`src/rtl/i2c_stat_pkg.sv`:
```
package i2c_stat_pkg;
    localparam int STAT_W = 8;

    typedef struct packed {
        logic rxif;
        logic txif;
        logic match;
        logic srw;
        logic rxak;
        logic crcbf;
        logic tbe;
        logic rbf;
    } stat_t;

    localparam stat_t STAT_RST = '{rxif: 1'b0, txif: 1'b0, match: 1'b0, srw: 1'b0,
                                   rxak: 1'b1, crcbf: 1'b0, tbe: 1'b1, rbf: 1'b0};
    localparam int BIT_RXIF = 7;
    localparam int BIT_TXIF = 6;
endpackage

```
`src/rtl/i2c_rx_flags.sv`:
```
module i2c_rx_flags (
    input  logic clk,
    input  logic rst_n,
    input  logic en,
    input  logic rx_byte_vld,
    input  logic cpu_rx_rd,
    input  logic clr_rxif,
    output logic rxif,
    output logic rbf,
    output logic rx_load,
    output logic rx_ovr
);
    typedef struct packed {
        logic rxif;
        logic rbf;
    } rx_st_t;

    rx_st_t st_d, st_q;
    logic   load_ok;

    always_comb begin
        load_ok = en && rx_byte_vld && !st_q.rbf;
        st_d    = st_q;
        // buffer full: a load fills it, a CPU read empties it
        if (load_ok)
            st_d.rbf = 1'b1;
        else if (cpu_rx_rd)
            st_d.rbf = 1'b0;
        // interrupt flag: the set event takes priority over a clearing write
        if (!en)
            st_d.rxif = 1'b0;
        else if (load_ok)
            st_d.rxif = 1'b1;
        else if (clr_rxif)
            st_d.rxif = 1'b0;
    end

    always_ff @(posedge clk or negedge rst_n) begin
        if (!rst_n)
            st_q <= '0;
        else
            st_q <= st_d;
    end

    assign rxif    = st_q.rxif;
    assign rbf     = st_q.rbf;
    assign rx_load = load_ok;
    assign rx_ovr  = en && rx_byte_vld && st_q.rbf;
endmodule

```
`src/rtl/i2c_tx_flags.sv`:
```
module i2c_tx_flags (
    input  logic clk,
    input  logic rst_n,
    input  logic en,
    input  logic tx_load,
    input  logic cpu_tx_wr,
    input  logic clr_txif,
    output logic txif,
    output logic tbe
);
    typedef struct packed {
        logic txif;
        logic tbe;
    } tx_st_t;

    tx_st_t st_d, st_q;

    always_comb begin
        st_d = st_q;
        // a CPU write refills the register, so it wins over the shifter move
        if (cpu_tx_wr)
            st_d.tbe = 1'b0;
        else if (tx_load)
            st_d.tbe = 1'b1;
        if (!en)
            st_d.txif = 1'b0;
        else if (tx_load)
            st_d.txif = 1'b1;
        else if (clr_txif)
            st_d.txif = 1'b0;
    end

    always_ff @(posedge clk or negedge rst_n) begin
        if (!rst_n)
            st_q <= '{txif: 1'b0, tbe: 1'b1};
        else
            st_q <= st_d;
    end

    assign txif = st_q.txif;
    assign tbe  = st_q.tbe;
endmodule

```
`src/rtl/i2c_ninth_capture.sv`:
```
module i2c_ninth_capture (
    input  logic clk,
    input  logic rst_n,
    input  logic en,
    input  logic ninth_clk,
    input  logic rx_is_addr,
    input  logic addr_hit,
    input  logic slv_tx_mode,
    input  logic dir_bit,
    input  logic ack_bit,
    input  logic crc_full,
    output logic match,
    output logic srw,
    output logic rxak,
    output logic crcbf
);
    typedef struct packed {
        logic match;
        logic srw;
        logic rxak;
        logic crcbf;
    } cap_st_t;

    cap_st_t st_d, st_q;

    always_comb begin
        st_d       = st_q;
        st_d.crcbf = crc_full;
        if (en && ninth_clk) begin
            st_d.rxak = ack_bit;
            if (rx_is_addr) begin
                st_d.match = addr_hit;
                if (addr_hit)
                    st_d.srw = dir_bit;
            end else if (!slv_tx_mode) begin
                // a received data byte ends the match; bytes sent as slave do not
                st_d.match = 1'b0;
            end
        end
    end

    always_ff @(posedge clk or negedge rst_n) begin
        if (!rst_n)
            st_q <= '{match: 1'b0, srw: 1'b0, rxak: 1'b1, crcbf: 1'b0};
        else
            st_q <= st_d;
    end

    assign match = st_q.match;
    assign srw   = st_q.srw;
    assign rxak  = st_q.rxak;
    assign crcbf = st_q.crcbf;
endmodule

```
`src/rtl/i2c_stat_flags.sv`:
```
module i2c_stat_flags
    import i2c_stat_pkg::*;
(
    input  logic              clk,
    input  logic              rst_n,
    input  logic              en,
    input  logic              irq_en,
    input  logic              rx_byte_vld,
    input  logic              cpu_rx_rd,
    input  logic              tx_load,
    input  logic              cpu_tx_wr,
    input  logic              ninth_clk,
    input  logic              rx_is_addr,
    input  logic              addr_hit,
    input  logic              slv_tx_mode,
    input  logic              dir_bit,
    input  logic              ack_bit,
    input  logic              crc_full,
    input  logic              st_wr,
    input  logic [STAT_W-1:0] st_wdata,
    output logic [STAT_W-1:0] status,
    output logic              irq,
    output logic              rx_load,
    output logic              rx_ovr
);
    stat_t st;
    logic  clr_rxif, clr_txif;

    // only the two interrupt flag positions respond to writes, and only to a 0
    assign clr_rxif = st_wr && !st_wdata[BIT_RXIF];
    assign clr_txif = st_wr && !st_wdata[BIT_TXIF];

    i2c_rx_flags u_rx (
        .clk(clk), .rst_n(rst_n), .en(en), .rx_byte_vld(rx_byte_vld),
        .cpu_rx_rd(cpu_rx_rd), .clr_rxif(clr_rxif), .rxif(st.rxif),
        .rbf(st.rbf), .rx_load(rx_load), .rx_ovr(rx_ovr)
    );

    i2c_tx_flags u_tx (
        .clk(clk), .rst_n(rst_n), .en(en), .tx_load(tx_load),
        .cpu_tx_wr(cpu_tx_wr), .clr_txif(clr_txif), .txif(st.txif), .tbe(st.tbe)
    );

    i2c_ninth_capture u_cap (
        .clk(clk), .rst_n(rst_n), .en(en), .ninth_clk(ninth_clk),
        .rx_is_addr(rx_is_addr), .addr_hit(addr_hit), .slv_tx_mode(slv_tx_mode),
        .dir_bit(dir_bit), .ack_bit(ack_bit), .crc_full(crc_full),
        .match(st.match), .srw(st.srw), .rxak(st.rxak), .crcbf(st.crcbf)
    );

    assign status = st;
    assign irq    = irq_en && (st.rxif || st.txif);
endmodule

```
`config.mk`:
```
export PLATFORM = sky130hd
export DESIGN_NAME = i2c_stat_flags
export DESIGN_NICKNAME = d
export VERILOG_FILES = /design/src/rtl/i2c_stat_pkg.sv /design/src/rtl/i2c_rx_flags.sv /design/src/rtl/i2c_tx_flags.sv /design/src/rtl/i2c_ninth_capture.sv /design/src/rtl/i2c_stat_flags.sv
export SDC_FILE = /design/constraint.sdc
export NUM_CORES = 1
export LEC_CHECK = 0
export ABC_AREA = 1
export BUFFER_PORTS_ARGS = -buffer_cell sky130_fd_sc_hd__buf_2
export CAP_MARGIN = 20
export CORE_AREA = 3 3 40 42
export CTS_CLUSTER_DIAMETER = 50
export CTS_CLUSTER_SIZE = 8
export DETAILED_ROUTE_END_ITERATION = 10
export DIE_AREA = 0 0 43 45
export PLACE_DENSITY = 0.72
export SYNTH_ARGS = -nofsm -noshare
export SYNTH_HDL_FRONTEND = slang
export SYNTH_SLANG_ARGS = --single-unit
```
`constraint.sdc`:
```
create_clock -name clk -period 1.7 [get_ports clk]
set_input_delay 0.34 -clock clk [delete_from_list [all_inputs] [get_ports clk]]
set_output_delay 0.34 -clock clk [all_outputs]
set_load 0.01 [all_outputs]
```
# ---- Word-level counts from Yosys, hierarchy flattened
# Index checks and enable logic that the tools add are counted.
dict set report classes {
  n_eq_ne 3
  mux 12
  reduce_logical 15
}
# operator count
set op_table {}
lappend op_table {{$mux W1} 12}
lappend op_table {{$logic_and A1 B1 Y1} 7}
lappend op_table {{$ne A3 B1 Y1 const B} 2}
lappend op_table {{$reduce_bool A2 Y1} 2}
lappend op_table {{$logic_not A1 Y1} 3}
lappend op_table {{$reduce_and A3 Y1} 1}
lappend op_table {{$ne A2 B2 Y1 const B} 1}
lappend op_table {{$reduce_and A2 Y1} 1}
lappend op_table {{$logic_or A1 B1 Y1} 1}
dict set report totals {
  regBits 8
  in_bits 24
  output_inout_bits 11
  word_cells 38
}

# ---- Logic depth before layout (Yosys ltp)
dict set report logic_depth {
  ltp_word 5
  depth_mapped 5
  mapped_depth_nobuf 5
}

# ---- Cells and area by module
# A second synthesis with hierarchy kept.
dict set report hier_totals {
  hier_cells 48
  area_unflattened_um2 376.6
}
# module instances cells_each area_each_um2 seq_area_each_um2
set modules_own_cells {}
lappend modules_own_cells {i2c_ninth_capture 1 20 172.7 101.3}
lappend modules_own_cells {i2c_rx_flags 1 13 98.8 50.0}
lappend modules_own_cells {i2c_tx_flags 1 9 82.6 51.3}
lappend modules_own_cells {i2c_stat_flags 1 6 22.5 0.0}

# ---- Worst setup path before layout
# No wires, ideal clock.
dict set report synth_path {
  path_kind {register -> output}
  from {register u_rx.st_q (netlist bit u_rx.rbf)}
  to {output rx_load}
  arrival_ps 613
  t_required_ps 1360
  path_slack_ps 747
  path_stages_with_launch 4
  path_buffers 0
  cell_sequence {dfrtp_1 > inv_1 > nand3_1 > inv_1}
}
dict set report synth_between {
  elab_chain_len 2
}
# item line
set synth_lines {}
lappend synth_lines {{start, declared} i2c_rx_flags.sv:18} ;# rx_st_t st_d, st_q;
lappend synth_lines {{start signal, assigned} i2c_rx_flags.sv:42} ;# st_q <= st_d;
lappend synth_lines {{$logic_not A1 Y1} i2c_rx_flags.sv:22} ;# load_ok = en && rx_byte_vld && !st_q.rbf;
lappend synth_lines {{$logic_and A1 B1 Y1} i2c_rx_flags.sv:22}
lappend synth_lines {{end, declared} i2c_stat_flags.sv:23} ;# output logic rx_load,
# No other way between the ends.

# ---- Worst setup path in the final report
# Ends and elaborated chain as after synthesis.

==> results.json <==
{
  "critical_path_arrival_ns": 1.01,
  "syn_nets": 76,
  "final_core_utilization": 0.424,
  "clock_sinks": 8,
  "final.setup_skew_ns": 0.0000326,
  "dr.first_iter.drc_count": 4,
  "grt_first_pass_wirelength_mm": 1.52,
  "drive_above_1_share": 0.461,
  "fin_crit_sh": 0.794,
  "crit_path_end_kind": "primary output",
  "yosys.area_share.simple": 0.248,
  "synth.yosys.warnings": 0,
  "grtUsageTotal": 0.112,
  "grt_use_met3": 0.0239,
  "initial_standard_cell_utilization_of_the_core": 0.321,
  "use_met1": 0.114,
  "hold_path.class": "in2reg",
  "syn_inst": 52,
  "wire_per_inst_um": 9.87,
  "post_cts_hold_buffer_count": 1,
  "worst-endpoint-required_ns": 1.36,
  "setup_tns_ns": 0,
  "timing.final.hold_violations": 0,
  "antennaDiodeCount": 0,
  "synth.area.top_cells": "dfrtp_1, buf_4, nand2_1",
  "worst_slew_pin_slew_ns": 0.182,
  "timing.final.crit_period_ns": 1.35,
  "fp.dieH_um": 45,
  "insertion_delay_ns": 0.25,
  "max_clock_freq_mhz": 741,
  "port_bufs": 28,
  "via_total_after_detailed_routing": 368,
  "grt_antenna_before_repair": 0,
  "grt_setup_unrepaired": "false",
  "cts-buffers-inserted": 3,
  "area_of_the_mapped_netlist_um2": 413,
  "pre_cts_ws_ns": 0.554,
  "clk_pin_slew_worst_paths_ns": 0.05,
  "tritoncts_clock_tree": "done",
  "rows": 13,
  "hpwl_um": 764,
  "design_area_um2": 544,
  "fin_ws_ns": 0.351,
  "power-per-cell-area_mw_per_mm2": 845,
  "yosys-mux-area-fraction": 0,
  "grt_max_degree": 9,
  "setup_viol": 0,
  "vdd_ir_drop_max_uv": 338,
  "clock_tree_root_driver_cell": "clkbuf_4",
  "final_common_cell": "buf_2",
  "post_cts_resize_count": 0,
  "yosys.area_share.adder": 0,
  "first_global_vias": 390,
  "register_area_um2": 203,
  "synth.ff_latch_count": 8,
  "synth.lib_cells_used.distinct": 11,
  "overflow": 0,
  "max_buffers_root_to_sink": 2,
  "synth_area_per_cell_um2": 7.94,
  "layout-area-overhead-vs-synth_pct": 31.8,
  "top_usage_layer": "met2",
  "boundaryPins": 35,
  "design.final.nets": 102,
  "instances_no_fill": 91,
  "synth_compound_gate_area_share": 0.0424,
  "final_antenna_net_count": 0,
  "gp_congestion": 0.720,
  "p_leak_nw": 0.341,
  "placeableCoreArea_mm2": 0.00128,
  "synthXorXnorAreaFrac": 0,
  "floorplan.die.width_um": 43,
  "netlist.area_leader.share": 0.364,
  "worstSetupPathType": "reg2out",
  "place.detailed.instances": 87,
  "finalMaxSlewViolations": 0,
  "multi_input_area_um2": 120,
  "cts_max_level": 1,
  "drv.max_cap_violation_count": 0,
  "worst-path-max-fanout": 3,
  "layout.cells.most_common_list": "buf_2, nand2_1, inv_1",
  "post-cts-setup-buffers": 0,
  "largest_area_contributor_in_the_netlist": "dfrtp_1",
  "maxSlewHeadroom": 0.879,
  "route.detailed.drc": 0,
  "route.final.wire_length_um": 898,
  "die_area_mm2": 0.00194,
  "grt_util_met2": 0.192,
  "crit_path_start_kind": "flip-flop",
  "ys_seq_area_frac": 0.491,
  "final.fill_count": 130,
  "synth_top_family_by_area": "simple AND/OR/NAND/NOR gates",
  "detail_route.vias_per_cell": 4.04,
  "detailed_place.area_um2": 512,
  "drt_pre_antenna_iters": 4,
  "outcome": "finished clean"
}
## power by group
group / leakage [nW] / internal (W) / switching, W
clock: 0.0138 / 0.0000804 / 0.0000587
combinational: 0.231 / 0.0000445 / 0.0000516
sequential: 0.0963 / 0.000214 / 0.0000105
## cell type report
type,instances,area share
sequential,8,0.372
timing repair buffer,29,0.276
clock buffer,3,0.0414
multi-input combinational,28,0.221
inverter,8,0.0552
tap,15,0.0345
## critical path, stage by stage (launching register included)
cell and delay [ns]:
dfrtp_1 0.38, inv_1 0.08, nand3_1 0.11, inv_1 0.07, buf_2 0.12
## metrics by stage
step	total power [W]	hold WS, ns
floorplan	0.000295	0.0444
global placement	0.000320	0.188
detailed placement	0.000323	0.190
CTS	0.000470	0.196
global route	0.000497	0.193
finish	0.000460	0.203
## logic make-up (layout without fill, tap and decap cells)
| group | Yosys count | count (layout) |
|---|---|---|
| and+or+nand+nor | 25 | 25 |
| buffers and inverters | 16 | 40 |
| DFF | 8 | 8 |
| AOI/OAI and AO/OA | 3 | 3 |
## cells in the mapped netlist, drive strengths merged
cell type   n
o21a        1
nand2      17
dfrtp       6
inv         8
nor2        5
nand3       3
o21ai       2
dfstp       2
buf         8
## path summary, 6_finish.rpt
check | startpoint | endpoint | slack (ns) | cells past startpoint
hold / removal | crc_full | u_cap.crcbf | 0.20 | 1
setup / recovery | u_rx.rbf | rx_load | 0.35 | 4
hold reg to reg | u_cap.rxak | u_cap.rxak | 0.47 | 2
setup reg to reg | u_rx.rbf | u_rx.rbf | 0.95 | 3
min in group asynchronous | rst_n | u_rx.rxif | 0.46 | 2
max in group asynchronous | rst_n | u_cap.rxak | 0.99 | 2
## flip-flops by register name, indices dropped and copies added (netlist names)
signal / flops
u_tx.tbe: 1
u_tx.txif: 1
u_cap.rxak: 1
u_cap.match: 1
u_cap.srw: 1
u_cap.crcbf: 1
u_rx.rbf: 1
u_rx.rxif: 1
## metal layers
metal / wire (um) / vias up
li1: - / 199
met1: 350 / 153
met2: 469 / 14
met3: 55 / 2
met4: 23 / 0
met5: 0 / -
Note: power is estimated with default switching activity, not from simulation.
